--- src/rtl/burst_seq_pkg.sv ---
package burst_seq_pkg;

  typedef enum logic [1:0] {
    ST_IDLE  = 2'd0,
    ST_DELAY = 2'd1,
    ST_DATA  = 2'd2,
    ST_DONE  = 2'd3
  } seq_state_t;

  typedef struct packed {
    logic [3:0] lat;
    logic       early_wait;
    logic [2:0] blen;
  } seq_cfg_t;

  localparam seq_cfg_t CFG_DEFAULT = '{lat: 4'd7, early_wait: 1'b0, blen: 3'd4};

  // Delay in clocks; codes with the top bit set saturate at the longest delay.
  function automatic logic [3:0] lat_clocks(input logic [3:0] code);
    return code[3] ? 4'd9 : 4'(code + 4'd2);
  endfunction

  function automatic logic burst_enabled(input logic [2:0] blen, input logic x32);
    return ((blen >= 3'd1) && (blen <= 3'd3)) || ((blen == 3'd4) && !x32);
  endfunction

  // log2 of the word count: bytes = 4 << blen, word = 2 or 4 bytes.
  function automatic logic [2:0] words_log2(input logic [2:0] blen, input logic x32);
    return 3'(blen + 3'd1 - {2'b00, x32});
  endfunction

  function automatic logic [15:0] cfg_to_word(input seq_cfg_t c);
    logic [15:0] w;
    w        = '0;
    w[13:10] = c.lat;
    w[8]     = c.early_wait;
    w[7:6]   = 2'b11;
    w[2:0]   = c.blen;
    return w;
  endfunction

  function automatic seq_cfg_t cfg_from_word(input logic [15:0] w);
    seq_cfg_t c;
    c.lat        = w[13:10];
    c.early_wait = w[8];
    c.blen       = w[2:0];
    return c;
  endfunction

endpackage

--- src/rtl/burst_cfg_reg.sv ---
module burst_cfg_reg
  import burst_seq_pkg::*;
(
  input  logic        clk,
  input  logic        rst_n,
  input  logic        wr_en,
  input  logic        idle,
  input  logic [15:0] wdata,
  output seq_cfg_t    cfg,
  output logic [15:0] rdata
);

  logic wr_take;
  assign wr_take = wr_en && idle;

  always_ff @(posedge clk or negedge rst_n) begin
    if (!rst_n) begin
      cfg <= CFG_DEFAULT;
    end else if (wr_take) begin
      cfg <= cfg_from_word(wdata);
    end
  end

  assign rdata = cfg_to_word(cfg);

endmodule

--- src/rtl/burst_ctrl.sv ---
module burst_ctrl
  import burst_seq_pkg::*;
#(
  parameter int WC_W = 5
) (
  input  logic       clk,
  input  logic       rst_n,
  input  logic       start,
  input  logic       x32,
  input  seq_cfg_t   cfg_live,
  output seq_state_t state,
  output logic       idle,
  output logic       start_accept,
  output logic       last_word,
  output logic [2:0] act_wlog,
  output logic       wait_n,
  output logic       data_valid,
  output logic       done
);

  logic [3:0]      dly_cnt;
  logic [WC_W-1:0] word_cnt;
  logic [WC_W-1:0] words_m1;
  logic            act_early;
  logic            delay_end;
  logic [WC_W-1:0] ones;

  assign ones         = '1;
  assign idle         = (state == ST_IDLE);
  assign start_accept = start && idle && burst_enabled(cfg_live.blen, x32);
  assign words_m1     = ~(ones << act_wlog);
  assign delay_end    = (state == ST_DELAY) && (dly_cnt == 4'd0);
  assign last_word    = (state == ST_DATA) && (word_cnt == words_m1);

  always_ff @(posedge clk or negedge rst_n) begin
    if (!rst_n) begin
      state     <= ST_IDLE;
      dly_cnt   <= '0;
      word_cnt  <= '0;
      act_early <= 1'b0;
      act_wlog  <= '0;
    end else begin
      unique case (state)
        ST_IDLE: begin
          if (start_accept) begin
            state     <= ST_DELAY;
            dly_cnt   <= 4'(lat_clocks(cfg_live.lat) - 4'd1);
            act_early <= cfg_live.early_wait;
            act_wlog  <= words_log2(cfg_live.blen, x32);
          end
        end
        ST_DELAY: begin
          if (delay_end) begin
            state    <= ST_DATA;
            word_cnt <= '0;
          end else begin
            dly_cnt <= dly_cnt - 4'd1;
          end
        end
        ST_DATA: begin
          if (last_word) begin
            state <= ST_DONE;
          end else begin
            word_cnt <= word_cnt + 1'b1;
          end
        end
        ST_DONE: state <= ST_IDLE;
        default: state <= ST_IDLE;
      endcase
    end
  end

  // Early mode releases the indicator in the last delay cycle.
  assign wait_n     = !((state == ST_DELAY) && (!act_early || (dly_cnt != 4'd0)));
  assign data_valid = (state == ST_DATA);
  assign done       = (state == ST_DONE);

endmodule

--- src/rtl/burst_addr_gen.sv ---
module burst_addr_gen #(
  parameter int ADDR_W = 20
) (
  input  logic              clk,
  input  logic              rst_n,
  input  logic              load,
  input  logic              step,
  input  logic [ADDR_W-1:0] load_addr,
  input  logic [2:0]        wlog,
  output logic [ADDR_W-1:0] addr
);

  logic [ADDR_W-1:0] wmask;
  logic [ADDR_W-1:0] addr_inc;
  logic [ADDR_W-1:0] addr_nxt;

  assign wmask    = ~({ADDR_W{1'b1}} << wlog);
  assign addr_inc = addr + ADDR_W'(1);
  assign addr_nxt = (addr & ~wmask) | (addr_inc & wmask);

  always_ff @(posedge clk or negedge rst_n) begin
    if (!rst_n) begin
      addr <= '0;
    end else if (load) begin
      addr <= load_addr;
    end else if (step) begin
      addr <= addr_nxt;
    end
  end

endmodule

--- src/rtl/burst_read_seq.sv ---
module burst_read_seq
  import burst_seq_pkg::*;
#(
  parameter int ADDR_W   = 20,
  parameter int MAX_WLOG = 5
) (
  input  logic              clk,
  input  logic              rst_n,
  input  logic              cfg_we,
  input  logic [15:0]       cfg_wdata,
  output logic [15:0]       cfg_rdata,
  input  logic              bus_x32,
  input  logic              start,
  input  logic [ADDR_W-1:0] start_addr,
  output logic              wait_n,
  output logic [ADDR_W-1:0] mem_addr,
  output logic              data_valid,
  output logic              done
);

  seq_cfg_t   cfg_live;
  seq_state_t state;
  logic       idle;
  logic       start_accept;
  logic       last_word;
  logic [2:0] act_wlog;

  burst_cfg_reg u_cfg (
    .clk   (clk),
    .rst_n (rst_n),
    .wr_en (cfg_we),
    .idle  (idle),
    .wdata (cfg_wdata),
    .cfg   (cfg_live),
    .rdata (cfg_rdata)
  );

  burst_ctrl #(.WC_W(MAX_WLOG)) u_ctrl (
    .clk          (clk),
    .rst_n        (rst_n),
    .start        (start),
    .x32          (bus_x32),
    .cfg_live     (cfg_live),
    .state        (state),
    .idle         (idle),
    .start_accept (start_accept),
    .last_word    (last_word),
    .act_wlog     (act_wlog),
    .wait_n       (wait_n),
    .data_valid   (data_valid),
    .done         (done)
  );

  burst_addr_gen #(.ADDR_W(ADDR_W)) u_addr (
    .clk       (clk),
    .rst_n     (rst_n),
    .load      (start_accept),
    .step      (data_valid),
    .load_addr (start_addr),
    .wlog      (act_wlog),
    .addr      (mem_addr)
  );

endmodule

--- config.mk ---
export PLATFORM = sky130hd
export DESIGN_NAME = burst_read_seq
export DESIGN_NICKNAME = d
export VERILOG_FILES = /design/src/rtl/burst_seq_pkg.sv /design/src/rtl/burst_cfg_reg.sv /design/src/rtl/burst_ctrl.sv /design/src/rtl/burst_addr_gen.sv /design/src/rtl/burst_read_seq.sv
export SDC_FILE = /design/constraint.sdc
export NUM_CORES = 1
export LEC_CHECK = 0
export BUFFER_PORTS_ARGS = -buffer_cell sky130_fd_sc_hd__buf_2
export CELL_PAD_IN_SITES_DETAIL_PLACEMENT = 1
export CELL_PAD_IN_SITES_GLOBAL_PLACEMENT = 1
export CORE_MARGIN = 2
export CORE_UTILIZATION = 38
export DETAILED_ROUTE_END_ITERATION = 16
export PLACE_DENSITY_LB_ADDON = 0.08
export SLEW_MARGIN = 25
export SYNTH_ARGS = -nofsm -noshare
export SYNTH_HDL_FRONTEND = slang
export SYNTH_HIERARCHICAL = 1
export SYNTH_SLANG_ARGS = --single-unit
export TNS_END_PERCENT = 5
--- constraint.sdc ---
create_clock -name clk -period 6.1 [get_ports clk]
set_clock_uncertainty 0.15 [all_clocks]
set_input_delay 0.305 -clock clk [delete_from_list [all_inputs] [get_ports clk]]
set_output_delay 0.305 -clock clk [all_outputs]
set_load 0.1 [all_outputs]
==> results by group, run 1 <==
Worst setup path
  • R2R depth: 7
  • Worst Path Max Fanout: 21
  • Crit Path Class: flip-flop to flip-flop
  • FF-to-FF Start: u_cfg/cfg[2]$_DFFE_PN1P_
  • CP Capture Type: flip-flop
  • Required time worst endpoint: 6.13 ns
  • R2R Setup Slk: 3.30 ns
  • Crit path from: u_cfg/cfg[2]$_DFFE_PN1P_
  • Critical Path AT: 2.83 ns
  • Critical Path Start Type: flip-flop

Place
  • Area post-placement: 2711 sq um
  • Port bufs: 63
  • HPWL after detailed placement: 3816 microns
  • Routability cong.: 0.7469

Routing
  • Drt wl/cell: 14.74 microns
  • Initial drt markers: 78
  • DRT Pass-1 Iters: 4
  • Post-route ant nets: 0
  • Drt drc: 0
  • Vias: 1,850
  • Final Routed Wirelength: 5278 microns
  • Vias per cell: 5.168

STA
  • Final setup vio count: 0
  • Slew @ Worst Pin: 0.5914 ns
  • Final hold viol count: 0
  • Unrepaired setup endpoints after global routing: no
  • Fin crit period: 2.796 ns
  • Worst rel slew slack: 60.31%
  • FMAX: 357.7 MHz
  • Period utilization: 45.83%
  • Final-report max-slew violation count: 0
  • Setup TNS: 0 ns
  • WHS: 0.06285 ns

Die
  • Starting Density: 38.75%
  • Die ar.: 7057 sq um
  • Die height: 84.01 microns
  • I/O pins: 80
  • Core Rows: 29
  • Die W: 84.01 microns
  • Core Box Area: 6277 sq um

Global routing
  • Initial antenna violation count: 0
  • Most used routing layer: met2
  • Pin count of the biggest net entering global routing: 44
  • Global Route met3 Usage: 4.451%
  • First-pass GRT wire length: 9183 microns
  • Met1 usage: 20.19%
  • GRT Total Usage: 15.83%
  • Met2 usage: 26.25%
  • Gr ovfl total: 0
  • Number of global-route vias before repair: 1,959

Final layout
  • Ant diodes: 0
  • P&R area growth vs syn: 16.51%
  • Area of the multi-input gates: 1175 sq um
  • # fillers: 741
  • Register area: 1081 sq um
  • Final nets: 332
  • Final instance area: 2834 sq um
  • Layout cells sized above 1: 38.79%

Status
  • Status: finished, final reports clean

Logic synthesis
  • Mapped Cells: 225
  • Avg Cell Area, Syn: 10.81 sq um
  • Synth Cell Area: 2432 sq um
  • Synth Warn #: 6

Clocking
  • CTS tree: built
  • Worst skew pair latency: 0.30 ns
  • Cts repair resizes: 0
  • CTS Buf Count: 5
  • CTS Sinks: 43
  • H-tree levels: 2
  • Clock root cell: clkbuf_8
  • Worst-case clock buffer depth: 2
  • Clock-pin slew of the registers on the worst-case setup and hold paths: 0.09 ns

Min path
  • Worst Hold Class: input port to flip-flop

Run
  • Max-capacitance violation count: 0
==> stage by stage <==
stage / setup slack, ns / utilization (%) / instances
6_report: 3.304 / 45.15 / 358
5_1_grt: 2.993 / 45.15 / 358
4_1_cts: 3.251 / 45.15 / 358
3_5_place_dp: 3.272 / 43.19 / 349
3_3_place_gp: 3.290 / 43.15 / 349
2_1_floorplan: 3.480 / - / 231
==> routing by layer <==
metal	up-vias	wire [microns]
li1	898	-
met1	904	2442
met2	43	2499
met3	5	285
met4	0	51
met5	-	0
==> placed cells by master, fill, tap and decap left out, drive strengths merged, types with 5 or more instances in the layout <==
| cell | n |
|---|---|
| inv | 9 |
| a21oi | 8 |
| nand3 | 7 |
| ha | 11 |
| nor2 | 6 |
| o21ai | 15 |
| dfrtp | 39 |
| buf | 64 |
| nand2 | 20 |
| clkbuf | 5 |
| conb | 8 |
| o211ai | 9 |
| or4 | 6 |
| mux2 | 26 |
==> how the worst min path moves through the flow <==
stage                                start                             end  slack (ns)  cells past startpoint
2_1_floorplan                        rst_n      asynchronous set/reset pin       -0.14                      0
3_3_place_gp   u_addr/addr[11]$_DFFE_PN0P_     u_addr/addr[11]$_DFFE_PN0P_        0.34                      1
3_5_place_dp                         rst_n  u_ctrl/word_cnt[2]$_DFFE_PN0P_        0.20                      1
4_1_cts                      start_addr[5]                       flip-flop        0.06                      3
5_1_grt                      start_addr[5]                       flip-flop        0.06                      3
6_report                     start_addr[5]                       flip-flop        0.06                      3
==> area by class of cell <==
class,instances,area share (%)
repair buffers,65,11.83
clock buffers,5,2.428
well taps,77,3.400
multi-input cells,156,41.46
clock inverters,3,1.545
inverters,9,1.192
flip-flops and latches,43,38.15
==> critical path: stages (launching register included) <==
cell      delay (ns)
dfstp_2         0.57
or4b_1          0.43
a21boi_1        0.27
and2_1          0.48
buf_4           0.34
inv_1           0.19
o211ai_1        0.15
nand3_1         0.10
==> timing repair <==
item | CTS | global route
hold buffers | 1 | 0
setup buffers | 0 | 0
endpoints found under the setup margin | 0 | 0
hold endpoints to repair | 39 | 0
Power of run 1 is left out: the tool's default activity adds up to more than one toggle a clock period on the data nets, which glitch-free logic cannot reach.
==> inputs of run 2 (changes only) <==
Settings changed: CORE_UTILIZATION 38 to 35.
Clock period 6.1 ns to 2.54 ns, I/O delays scaled along.
==> run 2 against run 1 <==
Net effect: critical path depth is 2 lower; first-iteration DRC count is 60% lower; global-route usage is 0.22 points higher; final area is 12% higher; count of clock-buffer cells in the layout stayed put; maximum frequency is 21% higher; sequential share of layout area is 4.2 points lower; sequential cell count stayed put; critical path type unchanged.
==> results by group, run 2 (synthesized netlist as in run 1, its figures left out) <==
Status
  • Status: finished, final reports clean

Place
  • HPWL after detailed placement: 4093 microns
  • Port bufs: 63
  • Routability cong.: 0.7174
  • Placed Cells: 359
  • Pre-CTS WS: 0.2192 ns

Die
  • Core Rows: 30
  • Starting Density: 36.00%
  • Die W: 87.37 microns
  • Die height: 87.37 microns
  • Core Box Area: 6756 sq um
  • Die ar.: 7633 sq um
  • I/O pins: 80

Clocking
  • Worst-case clock buffer depth: 2
  • CTS Sinks: 43
  • Cts repair resizes: 0
  • CTS Buf Count: 5
  • H-tree levels: 2
  • Clock-pin slew of the registers on the worst-case setup and hold paths: 0.09 ns
  • Clock root cell: clkbuf_8
  • Worst skew pair latency: 0.30 ns
  • CTS tree: built

Global routing
  • Number of global-route vias before repair: 1,977
  • First-pass GRT wire length: 9777 microns
  • Gr ovfl total: 0
  • Pin count of the biggest net entering global routing: 28
  • Initial antenna violation count: 0
  • GRT Total Usage: 16.05%

Routing
  • Initial drt markers: 31
  • Drt wl/cell: 14.68 microns
  • Final Routed Wirelength: 5815 microns
  • Vias: 1,975
  • Vias per cell: 4.987
  • DRT Pass-1 Iters: 4
  • Post-route ant nets: 0
  • Drt drc: 0

STA
  • Final worst slack: 0.2325 ns
  • Worst rel slew slack: 64.14%
  • Final-report max-slew violation count: 0
  • WHS: 0.1232 ns
  • Fin crit period: 2.308 ns
  • Setup TNS: 0 ns
  • FMAX: 433.4 MHz
  • Final hold viol count: 0
  • Period utilization: 90.85%
  • Slew @ Worst Pin: 0.5243 ns
  • Final setup vio count: 0
  • Unrepaired setup endpoints after global routing: no

Worst setup path
  • Max incr delay on CP: 0.58 ns
  • Critical Path Start Type: flip-flop
  • Critical Path AT: 2.35 ns
  • Crit-path cells: or4b_1, a21boi_1, and2_1, buf_12, mux2_2
  • Worst Path Max Fanout: 27
  • Critical-path top delay cell: dfstp_2
  • CP Capture Type: flip-flop
  • CP bufs+invs: 1
  • Required time worst endpoint: 2.58 ns
  • Crit Path Class: flip-flop to flip-flop
  • Crit-path leading delay family: simple AND/OR/NAND/NOR gates

Final layout
  • Final nets: 367
  • Ant diodes: 0
  • Layout cells sized above 1: 37.03%
  • Commonest non-fill, non-tap cell in the layout: buf_2
  • P&R area growth vs syn: 30.86%
  • Post-Layout Cell Count: 396
  • Commonest non-fill, non-tap cells in the layout: 63 x buf_2, 39 x dfrtp_1, 29 x dlygate4sd3_1

Run
  • Max-capacitance violation count: 0

Min path
  • Worst Hold Class: input port to flip-flop
[run 2: cell types whose count changed in the layout (fill, tap and decap cells not counted)]
cell | before | now
ha_2 | 0 | 1
buf_4 | 2 | 7
dlygate4sd3_1 | 1 | 29
ha_1 | 11 | 10
buf_12 | 0 | 1
buf_2 | 62 | 63
[run 2: final cells by class]
cell class,count,area [sq um]
Clock buffer,5,68.82
Sequential cell,43,1081
Fill cell,774,3573
Clock inverter,3,43.79
Timing Repair Buffer,100,678.2
Inverter,9,33.78
Multi-Input combinational cell,156,1177
Tap cell,80,100.1
[run 2: worst reg2reg max path: cells and delay by family, from the launching register on]
| kind | cells | cell delay [ns] |
|---|---|---|
| simple gates | 2 | 0.73 |
| compound gates | 1 | 0.17 |
| flops | 1 | 0.58 |
| buf+inv | 1 | 0.21 |
| mux | 1 | 0.37 |
[run 2: routing by layer]
| metal | routed length [microns] | vias up | global-route usage [%] | share of wire [%] |
|---|---|---|---|---|
| met3 | 283 | 6 | 4.645 | 4.9 |
| li1 | - | 979 | - | - |
| met5 | 0 | - | 0 | 0 |
| met4 | 60 | 0 | 3.497 | 1.0 |
| met2 | 2719 | 48 | 25.00 | 47 |
| met1 | 2751 | 942 | 22.10 | 47 |
[run 2: worst paths after layout]
check | slack [ns] | from | to | depth (start not counted)
setup / recovery | 0.23 | u_cfg/cfg[2]$_DFFE_PN1P_ | u_addr/addr[13]$_DFFE_PN0P_ | 5
hold / removal | 0.12 | bus_x32 | u_ctrl/act_wlog[0]$_DFFE_PN0P_ | 4
setup reg to reg | 0.23 | u_cfg/cfg[2]$_DFFE_PN1P_ | u_addr/addr[13]$_DFFE_PN0P_ | 5
hold reg to reg | 0.36 | u_addr/addr[19]$_DFFE_PN0P_ | u_addr/addr[19]$_DFFE_PN0P_ | 1
max in group asynchronous | 1.36 | rst_n | u_cfg/cfg[2]$_DFFE_PN1P_ | 3
min in group asynchronous | 0.14 | rst_n | u_addr/addr[0]$_DFFE_PN0N_ | 2
[run 2: what timing repair did]
item	in CTS	in global routing
endpoints found under the hold margin	44	0
hold buffers	29	0
buffers inserted	0	0
[run 2: per-stage QoR]
| step | instance area (sq um) | utilization (%) |
|---|---|---|
| 2_1_floorplan | 2457 | - |
| 3_3_place_gp | 2780 | 41.15 |
| 3_5_place_dp | 2780 | 41.15 |
| 4_1_cts | 3183 | 47.11 |
| 5_1_grt | 3183 | 47.11 |
| 6_report | 3183 | 47.11 |
Power of run 2 is left out for the same reason.
==> inputs of run 3 (changes only) <==
Settings changed: REMOVE_ABC_BUFFERS set to 1.
==> run 3 against run 2 <==
Net effect: worst hold slack worse by 0.082 ns; setup slack improved by 0.014 ns; first-iteration DRC count grew 45%; maximum frequency is 0.60% higher; critical path depth up 2; count of clock-buffer cells in the layout increased by 1; via count up 3.1%; register-to-register slack about the same; highest routed layer unchanged.
==> results by group, run 3 (synthesized netlist as in run 1, its figures left out) <==
Final layout
  • Final nets: 370
  • Fin util: 47.09%
  • Ant diodes: 0
  • Commonest non-fill, non-tap cell in the layout: buf_2
  • Layout cells sized above 1: 37.62%
  • P&R area growth vs syn: 30.81%
  • Commonest non-fill, non-tap cells in the layout: 63 x buf_2, 39 x dfrtp_1, 29 x dlygate4sd3_1

Worst setup path
  • Critical Path AT: 2.33 ns
  • R2R Setup Slk: 0.25 ns
  • Crit-path cells: or4b_1, a21boi_2, and2_1, buf_12, inv_1, o211ai_1, nand3_1
  • Worst Path Max Fanout: 28
  • CP Capture Type: flip-flop
  • CP bufs+invs: 2
  • Crit Path Class: flip-flop to flip-flop
  • FF-to-FF Start: u_cfg/cfg[2]$_DFFE_PN1P_
  • R2R depth: 7
  • Crit-path leading delay family: simple AND/OR/NAND/NOR gates
  • Critical-path top delay cell: dfstp_2
  • Critical Path Start Type: flip-flop
  • Required time worst endpoint: 2.58 ns
  • Max incr delay on CP: 0.57 ns

Clocking
  • H-tree levels: 2
  • Clock-pin slew of the registers on the worst-case setup and hold paths: 0.09 ns
  • CTS tree: built
  • Post-CTS Setup Bufs: 0
  • CTS Sinks: 43
  • Worst skew pair latency: 0.30 ns
  • Clock root cell: clkbuf_8
  • CTS Buf Count: 5
  • Worst-case clock buffer depth: 2

Routing
  • Top sig layer: met4
  • Final Routed Wirelength: 6005 microns
  • Drt wl/cell: 15.05 microns
  • Drt drc: 0
  • Initial drt markers: 45
  • Routed wl met2: 2929 microns
  • Post-route ant nets: 0
  • DRT Pass-1 Iters: 6
  • Vias per cell: 5.105
  • Met3 routed WL: 338 microns
  • Vias: 2,037
  • WL met1: 2677 microns

STA
  • Final setup vio count: 0
  • Slew @ Worst Pin: 0.6136 ns
  • FMAX: 436.0 MHz
  • Fin crit period: 2.294 ns
  • Period utilization: 90.31%
  • Unrepaired setup endpoints after global routing: no
  • Worst rel slew slack: 58.66%
  • Final hold viol count: 0
  • Final-report max-slew violation count: 0

Place
  • Routability cong.: 0.7202
  • Port bufs: 63
  • HPWL after detailed placement: 4245 microns

Status
  • Status: finished, final reports clean

Die
  • Core Box Area: 6756 sq um
  • Core Rows: 30
  • Die W: 87.37 microns
  • Starting Density: 36.00%
  • Die height: 87.37 microns
  • I/O pins: 80
  • Die ar.: 7633 sq um

Global routing
  • GRT Total Usage: 16.88%
  • Initial antenna violation count: 0
  • First-pass GRT wire length: 10,310 microns
  • Pin count of the biggest net entering global routing: 29
  • Gr ovfl total: 0
  • Number of global-route vias before repair: 2,140

Run
  • Max-capacitance violation count: 0

Min path
  • Worst Hold Class: input port to asynchronous set/reset pin
run 3: changes by cell type in the layout (fill, tap and decap cells not counted):
| cell | delta |
|---|---|
| a21boi_1 | -1 |
| a21boi_2 | +1 |
| buf_4 | +3 |
| bufinv_16 | -1 |
| clkbuf_1 | +1 |
| clkinv_4 | -1 |
| clkinvlp_4 | +1 |
run 3: through the flow:
| stage | setup slack (ns) | area [sq um] | instances | hold WS (ns) | TNS [ns] |
|---|---|---|---|---|---|
| detailed placement | 0.1835 | 2800 | 362 | -0.1650 | 0 |
| floorplan | -0.4760 | 2290 | 208 | -0.3186 | -9.380 |
| global placement | 0.2149 | 2800 | 362 | -0.1669 | 0 |
| global route | 0.01992 | 3182 | 399 | 0.06250 | 0 |
| finish | 0.2462 | 3182 | 399 | 0.04077 | 0 |
| CTS | 0.1744 | 3176 | 399 | 0.03506 | 0 |
run 3: timing repair:
item,4_1_cts,5_1_grt
endpoints found under the setup margin,0,7
endpoints found under the hold margin,67,0
gates resized for setup,0,2
hold buffers,29,0
run 3: layout make-up:
class / count / area [sq um]
clock buffers: 6 / 72.57
clock inverters: 2 / 12.51
fillers: 791 / 3575
inverters: 9 / 33.78
multi-input cells: 156 / 1181
flip-flops and latches: 43 / 1081
well taps: 80 / 100.1
repair buffers: 103 / 700.7
run 3: worst max path at each step:
stage	start	endpoint	slack [ns]	depth (start not counted)
3_3_place_gp	u_cfg/cfg[2]$_DFFE_PN1P_	flip-flop	0.21	7
2_1_floorplan	u_cfg/cfg[1]$_DFFE_PN0P_	flip-flop	-0.48	6
5_1_grt	u_cfg/cfg[2]$_DFFE_PN1P_	flip-flop	0.02	7
4_1_cts	u_cfg/cfg[2]$_DFFE_PN1P_	flip-flop	0.17	7
6_report	u_cfg/cfg[2]$_DFFE_PN1P_	flip-flop	0.25	7
3_5_place_dp	u_cfg/cfg[2]$_DFFE_PN1P_	flip-flop	0.18	7
run 3: worst reg2reg max path, cell delays in order (launching register included):
cell and delay [ns]:
dfstp_2 0.57, or4b_1 0.45, a21boi_2 0.20, and2_1 0.22, buf_12 0.20, inv_1 0.16
o211ai_1 0.14, nand3_1 0.09
run 3: metal layers:
| metal | global-route usage (%) | up-vias |
|---|---|---|
| met4 | 4.336 | 0 |
| met3 | 4.834 | 6 |
| met5 | 0 | - |
| met2 | 27.69 | 51 |
| li1 | - | 981 |
| met1 | 21.87 | 999 |
Power of run 3 is left out for the same reason.
